[src/rtl/sreg_pkg.sv]
package sreg_pkg;
    localparam logic [7:0] OP_WREN  = 8'h06;
    localparam logic [7:0] OP_VOLEN = 8'h50;
    localparam logic [7:0] OP_WRSR  = 8'h01;
    localparam logic [7:0] OP_RDSR1 = 8'h05;
    localparam logic [7:0] OP_RDSR2 = 8'h35;

    localparam int QE_BIT  = 1;
    localparam int CMP_BIT = 6;
    localparam int CNT_W   = 5;
    localparam logic [CNT_W-1:0] LEN_SHORT = CNT_W'(8);
    localparam logic [CNT_W-1:0] LEN_FULL  = CNT_W'(16);

    typedef enum logic [2:0] {
        ST_IDLE,
        ST_OPCODE,
        ST_WDATA,
        ST_RDATA,
        ST_SKIP
    } fsm_state_e;

    typedef enum logic [1:0] {
        PFX_NONE,
        PFX_NV,
        PFX_VOL
    } wr_prefix_e;
endpackage

[src/rtl/sreg_spi_sync.sv]
module sreg_spi_sync #(
    parameter int STAGES = 2
) (
    input  logic clk,
    input  logic rst_n,
    input  logic sclk_in,
    input  logic cs_n_in,
    input  logic mosi_in,
    output logic sclk_rise,
    output logic sclk_fall,
    output logic cs_rise,
    output logic cs_fall,
    output logic mosi_s
);
    // bit order: {sclk, cs_n, mosi}
    localparam logic [2:0] REST_LVL = 3'b010;

    logic [2:0] raw;
    logic [2:0] synced;
    logic [2:0] prev;

    assign raw = {sclk_in, cs_n_in, mosi_in};

    generate
        if (STAGES > 1) begin : g_chain
            logic [STAGES-1:0][2:0] chain;
            always_ff @(posedge clk or negedge rst_n) begin
                if (!rst_n) chain <= {STAGES{REST_LVL}};
                else        chain <= {chain[STAGES-2:0], raw};
            end
            assign synced = chain[STAGES-1];
        end else begin : g_single
            logic [2:0] one;
            always_ff @(posedge clk or negedge rst_n) begin
                if (!rst_n) one <= REST_LVL;
                else        one <= raw;
            end
            assign synced = one;
        end
    endgenerate

    always_ff @(posedge clk or negedge rst_n) begin
        if (!rst_n) prev <= REST_LVL;
        else        prev <= synced;
    end

    assign sclk_rise = synced[2] & ~prev[2];
    assign sclk_fall = ~synced[2] & prev[2];
    assign cs_rise   = synced[1] & ~prev[1];
    assign cs_fall   = ~synced[1] & prev[1];
    assign mosi_s    = synced[0];
endmodule

[src/rtl/sreg_cmd_fsm.sv]
module sreg_cmd_fsm
    import sreg_pkg::*;
(
    input  logic             clk,
    input  logic             rst_n,
    input  logic             sclk_rise,
    input  logic             sclk_fall,
    input  logic             cs_rise,
    input  logic             cs_fall,
    input  logic             mosi_s,
    input  logic [7:0]       rd_byte1,
    input  logic [7:0]       rd_byte2,
    output logic             op_valid,
    output logic [7:0]       op_code,
    output logic             wr_done,
    output logic [CNT_W-1:0] wr_bits,
    output logic [15:0]      wr_data,
    output logic             miso
);
    fsm_state_e       state, nxt;
    logic [CNT_W-1:0] cnt;
    logic [15:0]      shreg;
    logic [7:0]       byte_now;
    logic [2:0]       rd_idx;
    logic             rd_sel;
    logic [7:0]       rd_byte;

    assign byte_now = {shreg[6:0], mosi_s};
    assign rd_byte  = rd_sel ? rd_byte2 : rd_byte1;
    assign wr_bits  = cnt;
    assign wr_data  = shreg;

    // state register
    always_ff @(posedge clk or negedge rst_n) begin
        if (!rst_n) state <= ST_IDLE;
        else        state <= nxt;
    end

    // transitions: select, decode, deselect
    always_comb begin
        nxt = state;
        unique case (state)
            ST_IDLE: begin
                if (cs_fall) nxt = ST_OPCODE;
            end
            ST_OPCODE: begin
                if (cs_rise) begin
                    nxt = ST_IDLE;
                end else if (sclk_rise && cnt == CNT_W'(7)) begin
                    if (byte_now == OP_WRSR)
                        nxt = ST_WDATA;
                    else if (byte_now == OP_RDSR1 || byte_now == OP_RDSR2)
                        nxt = ST_RDATA;
                    else
                        nxt = ST_SKIP;
                end
            end
            ST_WDATA, ST_RDATA, ST_SKIP: begin
                if (cs_rise) nxt = ST_IDLE;
            end
            default: nxt = ST_IDLE;
        endcase
    end

    // outputs and datapath
    always_ff @(posedge clk or negedge rst_n) begin
        if (!rst_n) begin
            cnt      <= '0;
            shreg    <= '0;
            op_valid <= 1'b0;
            op_code  <= '0;
            wr_done  <= 1'b0;
            rd_idx   <= 3'd7;
            rd_sel   <= 1'b0;
            miso     <= 1'b0;
        end else begin
            op_valid <= 1'b0;
            wr_done  <= 1'b0;
            unique case (state)
                ST_IDLE: begin
                    miso <= 1'b0;
                    if (cs_fall) cnt <= '0;
                end
                ST_OPCODE: begin
                    if (sclk_rise && !cs_rise) begin
                        shreg <= {shreg[14:0], mosi_s};
                        if (cnt == CNT_W'(7)) begin
                            cnt      <= '0;
                            op_valid <= 1'b1;
                            op_code  <= byte_now;
                            rd_sel   <= (byte_now == OP_RDSR2);
                            rd_idx   <= 3'd7;
                        end else begin
                            cnt <= cnt + 1'b1;
                        end
                    end
                end
                ST_WDATA: begin
                    if (cs_rise) begin
                        wr_done <= 1'b1;
                    end else if (sclk_rise) begin
                        shreg <= {shreg[14:0], mosi_s};
                        if (cnt != '1) cnt <= cnt + 1'b1;
                    end
                end
                ST_RDATA: begin
                    if (cs_rise) begin
                        miso <= 1'b0;
                    end else if (sclk_fall) begin
                        miso   <= rd_byte[rd_idx];
                        rd_idx <= rd_idx - 1'b1;
                    end
                end
                ST_SKIP: begin
                    miso <= 1'b0;
                end
                default: miso <= 1'b0;
            endcase
        end
    end

    AST_DESELECT_IDLE: assert property (@(posedge clk) disable iff (!rst_n)
        cs_rise |=> state == ST_IDLE);
    AST_DECODE_FROM_OPCODE: assert property (@(posedge clk) disable iff (!rst_n)
        op_valid |-> $past(state) == ST_OPCODE);
    AST_MISO_QUIET: assert property (@(posedge clk) disable iff (!rst_n)
        (state == ST_IDLE && $past(state) == ST_IDLE) |-> !miso);
endmodule

[src/rtl/sreg_status.sv]
module sreg_status
    import sreg_pkg::*;
#(
    parameter int NV_CYCLES = 5000
) (
    input  logic             clk,
    input  logic             rst_n,
    input  logic             op_valid,
    input  logic [7:0]       op_code,
    input  logic             wr_done,
    input  logic [CNT_W-1:0] wr_bits,
    input  logic [15:0]      wr_data,
    output logic [7:0]       sr1,
    output logic [7:0]       sr2
);
    localparam int TW = (NV_CYCLES > 1) ? $clog2(NV_CYCLES) : 1;
    localparam logic [TW-1:0] T_LAST = TW'(NV_CYCLES - 1);
    localparam logic [7:0] SHORT_MASK = ~((8'h1 << QE_BIT) | (8'h1 << CMP_BIT));

    logic [5:0]    sr1_hi;
    logic [7:0]    sr2_q;
    logic          wel, busy;
    logic [TW-1:0] timer;
    wr_prefix_e    prefix, wmode;
    logic          len_ok, len8;
    logic          unused_rd_only;

    assign len8   = (wr_bits == LEN_SHORT);
    assign len_ok = len8 || (wr_bits == LEN_FULL);
    assign sr1    = {sr1_hi, wel, busy};
    assign sr2    = sr2_q;
    assign unused_rd_only = ^wr_data[9:8];

    always_ff @(posedge clk or negedge rst_n) begin
        if (!rst_n) begin
            sr1_hi <= '0;
            sr2_q  <= '0;
            wel    <= 1'b0;
            busy   <= 1'b0;
            timer  <= '0;
            prefix <= PFX_NONE;
            wmode  <= PFX_NONE;
        end else begin
            if (busy) begin
                if (timer == '0) begin
                    busy <= 1'b0;
                    wel  <= 1'b0;
                end else begin
                    timer <= timer - 1'b1;
                end
            end
            if (op_valid) begin
                unique case (op_code)
                    OP_WREN: begin
                        if (!busy) begin
                            wel    <= 1'b1;
                            prefix <= PFX_NV;
                        end else begin
                            prefix <= PFX_NONE;
                        end
                    end
                    OP_VOLEN: prefix <= busy ? PFX_NONE : PFX_VOL;
                    OP_WRSR: begin
                        wmode  <= busy ? PFX_NONE : prefix;
                        prefix <= PFX_NONE;
                    end
                    default: prefix <= PFX_NONE;
                endcase
            end
            if (wr_done) begin
                wmode <= PFX_NONE;
                if (wmode != PFX_NONE && len_ok) begin
                    if (len8) begin
                        sr1_hi <= wr_data[7:2];
                        sr2_q  <= sr2_q & SHORT_MASK;
                    end else begin
                        sr1_hi <= wr_data[15:10];
                        sr2_q  <= wr_data[7:0];
                    end
                    if (wmode == PFX_NV) begin
                        busy  <= 1'b1;
                        timer <= T_LAST;
                    end
                end
            end
        end
    end

    AST_NV_STARTS_BUSY: assert property (@(posedge clk) disable iff (!rst_n)
        (wr_done && wmode == PFX_NV && len_ok) |=> busy);
    AST_TIMER_RANGE: assert property (@(posedge clk) disable iff (!rst_n)
        busy |-> timer <= T_LAST);
    AST_WEL_AT_END: assert property (@(posedge clk) disable iff (!rst_n)
        $fell(busy) |-> !wel);
    AST_VOL_NO_BUSY: assert property (@(posedge clk) disable iff (!rst_n)
        (wr_done && wmode == PFX_VOL) |=> !busy);
    AST_SHORT_CLEARS: assert property (@(posedge clk) disable iff (!rst_n)
        (wr_done && wmode != PFX_NONE && len8) |=> (!sr2_q[QE_BIT] && !sr2_q[CMP_BIT]));
    AST_BAD_LEN_KEEP: assert property (@(posedge clk) disable iff (!rst_n)
        (wr_done && !len_ok) |=> $stable({sr1_hi, sr2_q}));
    AST_BUSY_GATE: assert property (@(posedge clk) disable iff (!rst_n)
        (busy && op_valid && op_code == OP_WRSR) |=> wmode == PFX_NONE);
endmodule

[src/rtl/sreg_spi_ctrl.sv]
module sreg_spi_ctrl
    import sreg_pkg::*;
#(
    parameter int NV_CYCLES   = 5000,
    parameter int SYNC_STAGES = 2
) (
    input  logic clk,
    input  logic rst_n,
    input  logic sclk,
    input  logic cs_n,
    input  logic mosi,
    output logic miso
);
    logic             sclk_rise, sclk_fall, cs_rise, cs_fall, mosi_s;
    logic             op_valid, wr_done;
    logic [7:0]       op_code;
    logic [CNT_W-1:0] wr_bits;
    logic [15:0]      wr_data;
    logic [7:0]       sr1, sr2;

    sreg_spi_sync #(.STAGES(SYNC_STAGES)) u_sync (
        .clk       (clk),
        .rst_n     (rst_n),
        .sclk_in   (sclk),
        .cs_n_in   (cs_n),
        .mosi_in   (mosi),
        .sclk_rise (sclk_rise),
        .sclk_fall (sclk_fall),
        .cs_rise   (cs_rise),
        .cs_fall   (cs_fall),
        .mosi_s    (mosi_s)
    );

    sreg_cmd_fsm u_fsm (
        .clk       (clk),
        .rst_n     (rst_n),
        .sclk_rise (sclk_rise),
        .sclk_fall (sclk_fall),
        .cs_rise   (cs_rise),
        .cs_fall   (cs_fall),
        .mosi_s    (mosi_s),
        .rd_byte1  (sr1),
        .rd_byte2  (sr2),
        .op_valid  (op_valid),
        .op_code   (op_code),
        .wr_done   (wr_done),
        .wr_bits   (wr_bits),
        .wr_data   (wr_data),
        .miso      (miso)
    );

    sreg_status #(.NV_CYCLES(NV_CYCLES)) u_status (
        .clk      (clk),
        .rst_n    (rst_n),
        .op_valid (op_valid),
        .op_code  (op_code),
        .wr_done  (wr_done),
        .wr_bits  (wr_bits),
        .wr_data  (wr_data),
        .sr1      (sr1),
        .sr2      (sr2)
    );

    AST_RESET_CLEAR: assert property (@(posedge clk)
        $rose(rst_n) |-> (sr1 == 8'h00 && sr2 == 8'h00));
endmodule

[config.mk]
export PLATFORM = sky130hd
export DESIGN_NAME = sreg_spi_ctrl
export DESIGN_NICKNAME = d
export VERILOG_FILES = /design/src/rtl/sreg_pkg.sv /design/src/rtl/sreg_spi_sync.sv /design/src/rtl/sreg_cmd_fsm.sv /design/src/rtl/sreg_status.sv /design/src/rtl/sreg_spi_ctrl.sv
export SDC_FILE = /design/constraint.sdc
export NUM_CORES = 1
export LEC_CHECK = 0
export ABC_AREA = 1
export BUFFER_PORTS_ARGS = -buffer_cell sky130_fd_sc_hd__buf_2
export CAP_MARGIN = 30
export CORE_MARGIN = 2
export CORE_UTILIZATION = 40
export DETAILED_ROUTE_END_ITERATION = 12
export PLACE_DENSITY_LB_ADDON = 0.1
export SYNTH_ARGS = -nofsm -noshare
export SYNTH_HDL_FRONTEND = slang
export SYNTH_SLANG_ARGS = --single-unit
[constraint.sdc]
create_clock -name clk -period 1.45 [get_ports clk]
set_input_delay 0.2175 -clock clk [delete_from_list [all_inputs] [get_ports clk]]
set_output_delay 0.2175 -clock clk [all_outputs]
set_load 0.01 [all_outputs]
==> results of run 1 <==
==> cell usage after synthesis <==
library cell / count
nor3_4: 1
or2_1: 2
nor2_2: 2
buf_2: 7
nand2_2: 1
nand2_4: 1
nor2_4: 2
o211ai_1: 6
nand4_1: 7
or2_2: 4
xor2_1: 4
buf_4: 1
o21ai_0: 18
clkbuf_1: 2
dfstp_2: 6
buf_1: 1
nor4_1: 2
o21ai_1: 24
ha_1: 6
nand3b_1: 2
o31ai_1: 2
nand3_1: 40
nor2_1: 44
o21ai_2: 9
dfrtp_1: 74
buf_6: 2
a21oi_1: 11
nand2_1: 127
nor3_1: 4
inv_1: 63
o22ai_1: 2
o21bai_1: 2
inv_2: 3
a21boi_0: 2
xnor2_1: 3
==> layer usage <==
layer | vias up | routed length (um) | GRT usage, %
li1 | 1695 | - | -
met1 | 1632 | 4628 | 26.10
met2 | 31 | 4674 | 28.98
met3 | 11 | 167 | 3.024
met4 | 0 | 106 | 5.769
met5 | - | 0 | 0
==> state kept, by name, indices dropped and copies added (netlist names) <==
signal	count
u_sync.g_chain.chain	3
u_status.sr1_hi	6
u_status.sr2	8
u_status.wel	1
u_fsm.wr_bits	5
u_fsm.miso	1
u_fsm.op_code	8
u_status.busy	1
u_fsm.op_valid	1
u_fsm.state	3
u_fsm.rd_idx	3
u_sync.prev	2
u_status.timer	13
u_fsm.wr_data	16
u_status.wmode	2
u_fsm.rd_sel	1
u_sync.synced	3
u_fsm.wr_done	1
u_status.prefix	2
==> path summary, 6_finish.rpt <==
| path | endpoint | slack (ns) |
|---|---|---|
| hold / removal | u_sync.synced[2] | 0.36 |
| setup reg to reg | u_status.sr1_hi[1] | -0.17 |
| min in group asynchronous | u_status.timer[4] | 0.39 |
| hold reg to reg | u_sync.synced[2] | 0.36 |
| max in group asynchronous | u_fsm.rd_sel | 0.63 |
| setup / recovery | u_status.sr1_hi[1] | -0.17 |
==> cells by family after synthesis <==
kind of cell | count (synthesis) | share of synthesized area, %
adders and majority gates | 6 | 1.897
and+or+nand+nor | 239 | 26.28
buffers and inverters | 79 | 8.191
AOI/OAI and AO/OA | 76 | 11.29
DFF | 80 | 50.79
xor gates and xnor gates | 7 | 1.550
==> power groups by stage <==
stage	clock (mW)	combinational, mW	sequential (mW)
detailed placement	0	1.67	2.70
floorplan	0	1.03	2.66
global placement	0	1.65	2.69
finish	1.55	2.02	2.67
CTS	1.59	1.84	2.67
global route	1.69	2.26	2.70
==> cell type report <==
cell class	instances	area [sq um]
fill	914	4503
sequential	80	2014
multi-input combinational	330	1879
timing repair buffer	70	691.9
inverter	66	250.2
tap	133	166.4
clock buffer	9	123.9
clock inverter	7	55.05
==> timing repair <==
action | in CTS | in global routing
hold endpoints to repair | 77 | 0
setup endpoints to repair | 50 | 67
buffers inserted | 2 | 5
gates resized for setup | 37 | 55
hold buffers | 4 | 0
gates cloned | 2 | 6
pin swaps | 8 | 21
==> worst max-delay path, cell delays in order (launching register included) <==
cell      delay, ns
dfrtp_1        0.42
inv_2          0.09
ha_4           0.13
inv_2          0.04
nor2_4         0.11
nand3_2        0.09
nor3_4         0.15
buf_6          0.19
buf_8          0.14
o211ai_1       0.08
o21ai_1        0.09
==> results.yml, run 1 <==
status:
  outcome: "finished with violations"
  failed_checks: "negative setup slack"
clock_tree:
  cts_tree: "built"
  cts.root.buffer_cell: "clkbuf_8"
  cts_sinks: 80
  cts_buffers: 9
  clk_pin_slew_ns: 0.10
  clk_latency_ns: 0.36
  cts.htree.levels: 3
  cts_buffer_depth: 2
timing:
  fin_tns_setup_ns: -3.521
  final.min_clock_period_ns: 1.616
  post-route-period-util_pct: 111.5
  hold_ws_ns: 0.3572
  hold_violations: 0
  setup_viol: 35
  fmax_ghz: 0.6187
  finClkSkew_ns: 0.01486
  rsz0062_at_grt: "true"
  tightestPinTransition_ns: 0.4605
  relSlewSlack_pct: 69.30
  drv_slew: 0
  finalWorstSetupSlack_ns: -0.1662
layout:
  fin_util_pct: 53.50
  final_common_cell: "nand2_1"
  nets: 568
  antenna_cells: 0
  drive_above_1_share_pct: 31.67
  area_delta_synth_final_pct: 30.96
  final_cells: 695
  final_cell_mix: "nand2_1 (103), dfrtp_1 (70), inv_1 (56), buf_4 (47), nand3_1 (36)"
  fin_area_sq_um: 5181
worst_setup_path:
  critPathLaunchType: "flip-flop"
  required_ns: 1.73
  cp_max_fo: 7
  critPathArrivalTime_ns: 1.89
  reg2reg_from: "u_fsm.wr_bits[0]"
  r2r_cells: 10
  critPathKind: "reg2reg"
  worstSetupStartpoint: "u_fsm.wr_bits[0]"
  end_kind: "flip-flop"
power_and_ir_drop:
  p_per_area_nw_per_um2: 1206
  p_sw_mw: 2.335
  internal_power_mw: 3.916
  sequentialPowerShare_pct: 42.8
  worst_ir_drop_vdd_uv: 691.4
  clkPwrFrac_pct: 24.9
  p_leak_nw: 2.545
  p_comb_share_pct: 32.4
  sw_frac_of_total_pct: 37.35
  power_mw: 6.251
place:
  gp_congestion: 0.8089
  placed_cell_area_sq_um: 4499
  dp_hpwl_um: 6115
  dpl_worst_slack_ns: -0.1646
  dp.cells: 660
  portBuffers: 5
floorplan:
  initial_core_util_pct: 40.85
  io_pins: 6
  die_area_sq_um: 10700
  fp-row-count: 36
  die_y_um: 103.5
  core_sq_um: 9684
  dieWidth_um: 103.5
flow_run:
  maxCapViolations: 0
drt:
  firstDrtPassIters: 4
  drt-initial-drc-count: 125
  final_antenna_net_count: 0
  drt-vias-per-instance: 4.847
  drc: 0
  route.vias.total: 3369
  wirelength_um: 9577
  wl_per_cell_um: 13.78
logic_synthesis:
  synth_nets: 498
  netlist.area_leader.share_pct: 46.81
  ys_types: 35
  synthCells: 487
  yosys_warnings: 0
  syn_avg_cell_area_sq_um: 8.124
  seq_area_frac_synth_pct: 50.79
  synthesis.area_sq_um: 3956
  synth_area_leader_cell: "dfrtp_1"
  synth.area.top_cells: "dfrtp_1 (47%), nand2_1 (12%), inv_1 (6.0%)"
  synth-seq-cells: 80
global_routing:
  grt_usage_pct: 18.41
  grt_pass1_vias: 3201
  grt_max_degree: 81
  gr-total-overflow: 0
  grt_antenna_before_repair: 0
  grt_pass1_wl_um: 15280
worst_hold_path:
  hold_path_class: "reg2reg"
  hold_path_depth: 0
  min_from: "u_sync.g_chain.chain[2]"
No activity file was read; power rests on OpenSTA's default activity.
==> run 2, diff against run 1 <==
--- a/config.mk
+++ b/config.mk
@@ -14,4 +14,5 @@
 export PLACE_DENSITY_LB_ADDON = 0.1
 export SYNTH_ARGS = -nofsm -noshare
 export SYNTH_HDL_FRONTEND = slang
+export SYNTH_HIERARCHICAL = 1
 export SYNTH_SLANG_ARGS = --single-unit
==> results.yml, run 2 <==
drt:
  drt-vias-per-instance: 4.868
  drt-initial-drc-count: 118
  wl_per_cell_um: 13.61
  final_antenna_net_count: 0
  drc: 0
  route.vias.total: 3315
  firstDrtPassIters: 5
  wirelength_um: 9266
timing:
  hold_ws_ns: 0.2686
  drv_slew: 0
  finalWorstSetupSlack_ns: -0.1244
  fmax_ghz: 0.6351
  final.min_clock_period_ns: 1.574
  hold_violations: 0
  setup_viol: 41
  tightestPinTransition_ns: 0.3331
  rsz0062_at_grt: "true"
  post-route-period-util_pct: 108.6
  relSlewSlack_pct: 77.79
  finClkSkew_ns: 0.01262
logic_synthesis:
  synth_most_common_cell: "nand2_1"
  seq_area_frac_synth_pct: 49.74
  syn_avg_cell_area_sq_um: 8.347
  synthAdderAreaFrac_pct: 1.548
  synth_area_leader_cell: "dfrtp_1"
  synthesis.area_sq_um: 4040
  synthCells: 484
  synth_top_family_by_area: "simple AND/OR/NAND/NOR gates"
  synth_edf_count: 0
  synth_nets: 494
  yosys.area_share.simple_pct: 25.27
  ys_types: 36
  ys_async_sr_fraction_pct: 100.0
  synth.area.top_cells: "dfrtp_1 (46%), nand2_1 (10%), inv_1 (6.5%)"
  synthTopCellsByCount: "nand2_1 (113), dfrtp_1 (74), inv_1 (70)"
  netlist.area_leader.share_pct: 45.83
  synth_mux_area_share_pct: 2.849
  synth_xor_area_share_pct: 1.084
  synth_compound_area_share_pct: 10.84
  synth-seq-cells: 80
  synth_flop_cell: "dfrtp_1"
  yosys_warnings: 6
layout:
  area_delta_synth_final_pct: 28.18
  multi_input_area_sq_um: 1983
  fin_util_pct: 52.98
  final_common_cell: "nand2_1"
  nets: 553
  n_fill_cell: 933
  fin_area_sq_um: 5179
  final_cell_mix: "nand2_1 (93), dfrtp_1 (74), inv_1 (61), buf_4 (36), nor2_1 (34)"
  seqCellArea_sq_um: 2009
  antenna_cells: 0
  drive_above_1_share_pct: 31.20
  largest_reg_flops: 16
floorplan:
  dieWidth_um: 104.5
  die_area_sq_um: 10920
  io_pins: 6
  initial_core_util_pct: 41.33
  core_sq_um: 9774
  fp-row-count: 36
  die_y_um: 104.5
worst_setup_path:
  r2r_cells: 8
  critPathLaunchType: "flip-flop"
  reg2reg_setup_slack_ns: -0.12
  required_ns: 1.69
  crit_chain: "ha_2 -> buf_4 -> nand4_1 -> inv_2 -> nand3_4 -> clkbuf_16 -> nand2_1 -> o21ai_0"
  worstSetupStartpoint: "u_fsm/wr_bits[1]"
  endpoint: "u_fsm/op_code[6]"
  end_kind: "flip-flop"
  max_stage_delay_ns: 0.37
  critPathArrivalTime_ns: 1.82
  reg2reg_from: "u_fsm/wr_bits[1]"
  cpMaxStageDelayCell: "dfrtp_1"
  timing.rr.end: "u_fsm/op_code[6]"
  critPathKind: "reg2reg"
  cp_max_fo: 5
power_and_ir_drop:
  p_leak_nw: 2.490
  p_per_area_nw_per_um2: 1105
  worst_ir_drop_vdd_uv: 618.1
place:
  gp_congestion: 0.8410
  placed_cell_area_sq_um: 4474
  dpl_worst_slack_ns: -0.1405
  dp_hpwl_um: 6183
  portBuffers: 5
clock_tree:
  cts_buffers: 9
  clk_pin_slew_ns: 0.09
  cts.htree.levels: 3
  cts_sinks: 80
  clk_latency_ns: 0.36
  cts_tree: "built"
  cts_buffer_depth: 2
  cts.root.buffer_cell: "clkbuf_8"
status:
  failed_checks: "negative setup slack"
  outcome: "finished with violations"
global_routing:
  grt_max_degree: 42
  grt_antenna_before_repair: 0
  grt_pass1_vias: 3180
  grt_pass1_wl_um: 15120
  gr-total-overflow: 0
  grt_usage_pct: 17.16
flow_run:
  maxCapViolations: 0
worst_hold_path:
  hold_path_class: "in2async"
run 2: area by class of cell:
| cell class | instances | share of cell area, % |
|---|---|---|
| Clock buffer | 9 | 2.392 |
| Multi-Input combinational cell | 322 | 38.29 |
| Tap cell | 133 | 3.213 |
| Clock inverter | 7 | 1.377 |
| Inverter | 73 | 5.533 |
| Sequential cell | 80 | 38.80 |
| Timing Repair Buffer | 57 | 10.39 |
run 2: layer usage:
layer  vias up  wire [um]  GRT usage [%]
met3         9        237          3.634
met5         -          0              0
met2        34       4426          28.15
met1      1602       4500          22.87
li1       1670          -              -
met4         0        102          5.019
run 2: where the power goes:
group / switching, mW / leakage [nW] / total [mW] / internal, mW
Combinational: 0.875 / 1.32 / 1.44 / 0.568
Sequential: 0.178 / 1.08 / 2.60 / 2.43
Clock: 0.882 / 0.0916 / 1.68 / 0.795
Total: 1.93 / 2.49 / 5.72 / 3.79
run 2: how the worst min path moves through the flow:
stage | to | slack [ns] | cells after the start
floorplan | u_fsm/miso | -0.08 | 0
global placement | u_status/timer[5] | 0.11 | 1
detailed placement | u_status/timer[5] | 0.11 | 1
CTS | u_status/timer[5] | 0.27 | 2
global route | u_status/timer[3] | 0.28 | 2
finish | u_status/timer[3] | 0.27 | 2
run 2: cell families (layout without fill, tap and decap cells):
family                   Yosys count  count (layout)
buffers and inverters             84             146
AND/OR/NAND/NOR                  225             227
adder cells (fa/ha/maj)            5               5
multiplexers                       9               9
flip-flops                        80              80
AO/OA/AOI/OAI                     76              76
XOR/XNOR                           5               5
run 2: timing repair:
action,CTS,global route
pin swaps,10,19
setup buffers,5,4
endpoints found under the setup margin,41,65
gates resized for setup,35,68
hold buffers,4,0
hold endpoints to repair,23,0
cloned,2,3
run 2: through the flow:
stage	power, mW	TNS, ns	cells
after CTS	5.702	-1.933	674
after floorplan	3.368	-0.3198	484
final	5.723	-3.240	681
after detailed placement	3.833	-0.9125	647
after global routing	6.062	-7.509	681
after global placement	3.825	-0.5614	647
run 2: worst max-delay path, delay by kind of cell, from the launching register on:
family,cells,cell delay (ns)
buffers and inverters,3,0.46
adders and majority gates,1,0.20
and+or+nand+nor,3,0.35
DFF,1,0.37
AOI/OAI and AO/OA,1,0.07
==> run 3, diff against run 2 <==
--- a/config.mk
+++ b/config.mk
@@ -8,6 +8,8 @@
 export ABC_AREA = 1
 export BUFFER_PORTS_ARGS = -buffer_cell sky130_fd_sc_hd__buf_2
 export CAP_MARGIN = 30
+export CELL_PAD_IN_SITES_DETAIL_PLACEMENT = 0
+export CELL_PAD_IN_SITES_GLOBAL_PLACEMENT = 1
 export CORE_MARGIN = 2
 export CORE_UTILIZATION = 40
 export DETAILED_ROUTE_END_ITERATION = 12
==> results.yml, run 3 (synthesized netlist as in run 2, its figures left out) <==
timing:
  hold_violations: 0
  final.min_clock_period_ns: 1.604
  setup_viol: 39
  rsz0062_at_grt: "true"
  fin_tns_setup_ns: -2.967
  drv_slew: 0
  relSlewSlack_pct: 70.06
  finClkSkew_ns: 0.01453
  finalWorstSetupSlack_ns: -0.1535
  tightestPinTransition_ns: 0.4491
  post-route-period-util_pct: 110.6
  fmax_ghz: 0.6236
clock_tree:
  cts_tree: "built"
  cts.htree.levels: 3
  cts_buffer_depth: 2
  cts.root.buffer_cell: "clkbuf_8"
  cts_sinks: 80
  cts_buffers: 9
  clk_pin_slew_ns: 0.09
  clk_latency_ns: 0.35
layout:
  fin_area_sq_um: 5234
  seqCellArea_sq_um: 2009
  drive_above_1_share_pct: 31.41
  final_common_cell: "nand2_1"
  largest_reg_flops: 16
  multi_input_area_sq_um: 1969
  nets: 559
  final_cells: 687
  area_delta_synth_final_pct: 29.54
  antenna_cells: 0
  final_cell_mix: "nand2_1 (99), dfrtp_1 (74), inv_1 (63), buf_4 (40), nor2_1 (33)"
  n_fill_cell: 932
place:
  dp.cells: 646
  portBuffers: 5
  placed_cell_area_sq_um: 4479
  gp_congestion: 0.8020
  dp_hpwl_um: 6278
  dpl_worst_slack_ns: -0.1542
floorplan:
  fp-row-count: 36
  die_area_sq_um: 10920
  die_y_um: 104.5
  io_pins: 6
  core_sq_um: 9774
  dieWidth_um: 104.5
  initial_core_util_pct: 41.33
worst_hold_path:
  hold_path_class: "in2async"
global_routing:
  gr-total-overflow: 0
  grt_use_met3_pct: 3.634
  grtUsageMet1_pct: 23.87
  grt_pass1_wl_um: 15420
  grt_max_degree: 31
  grt_usage_pct: 17.48
  grt_pass1_vias: 3264
  top_usage_layer: "met2"
  grt_use_met2_pct: 28.29
  grt_antenna_before_repair: 0
drt:
  firstDrtPassIters: 6
  wl_per_cell_um: 13.34
  drc: 0
  drt-vias-per-instance: 4.745
  drt-initial-drc-count: 144
  final_antenna_net_count: 0
  route.vias.total: 3260
  wirelength_um: 9168
power_and_ir_drop:
  p_leak_nw: 2.529
  worst_ir_drop_vdd_uv: 689.5
  power_mw: 5.883
  p_per_area_nw_per_um2: 1124
worst_setup_path:
  critPathKind: "reg2reg"
  critPathArrivalTime_ns: 1.84
  end_kind: "flip-flop"
  required_ns: 1.69
  cp_max_fo: 6
  critPathLaunchType: "flip-flop"
status:
  outcome: "finished with violations"
  failed_checks: "negative setup slack"
flow_run:
  maxCapViolations: 0
run 3: changes by cell type in the layout (fill, tap and decap cells not counted), sizes merged:
| cell | delta |
|---|---|
| clkinvlp | -2 |
| buf | +4 |
| nand2 | +1 |
| bufinv | +1 |
| clkbuf | +2 |
run 3: worst paths after layout:
check	to	startpoint	slack [ns]	depth (start not counted)
min	u_status/timer[6]	rst_n	0.31	2
max reg2reg	u_status/sr2[5]	u_fsm/wr_bits[1]	-0.15	9
max	u_status/sr2[5]	u_fsm/wr_bits[1]	-0.15	9
min in group clk	u_sync/synced[0]	u_sync/g_chain.chain[0]	0.35	0
min reg2reg	u_sync/synced[0]	u_sync/g_chain.chain[0]	0.35	0
max in group asynchronous	u_fsm/rd_idx[0]	rst_n	0.58	3
run 3: stage by stage:
stage | hold WS [ns] | util, %
global route | 0.3181 | 53.55
floorplan | -0.07809 | -
detailed placement | 0.1540 | 45.83
CTS | 0.3111 | 49.82
finish | 0.3139 | 53.55
global placement | 0.1528 | 45.83
run 3: final cells by class:
class	count	share of cell area (%)
Clock buffer	10	2.630
Timing Repair Buffer	62	11.26
Inverter	73	5.331
Multi-Input combinational cell	323	37.63
Sequential cell	80	38.39
Tap cell	133	3.180
Clock inverter	6	1.578
run 3: worst max-delay path: stages, from the launching register on:
cell and delay (ns):
dfrtp_1 0.39, buf_4 0.15, nor2_4 0.12, nand2_2 0.07, a21oi_4 0.20, nand2_4 0.09, nor2_4 0.21, nand2_4 0.13
nand2_2 0.08, o21ai_2 0.05
run 3: power breakdown:
group          switching (mW)  total (mW)  internal (mW)
combinational           0.897        1.48          0.584
sequential              0.160        2.59           2.43
clock                   0.808        1.82           1.01
run 3: repair_timing:
item,CTS,global route
gates resized for setup,28,70
endpoints found under the hold margin,24,0
hold buffers,4,0
pin swaps,8,23
endpoints found under the setup margin,48,64
gates cloned,2,5
buffers inserted,5,9
run 3: per-layer routing:
metal | part of all wire (%) | wire (um) | vias up
li1 | - | - | 1683
met1 | 48 | 4442 | 1542
met2 | 48 | 4406 | 29
met3 | 2.8 | 256 | 6
met4 | 0.69 | 63 | 0
met5 | 0 | 0 | -
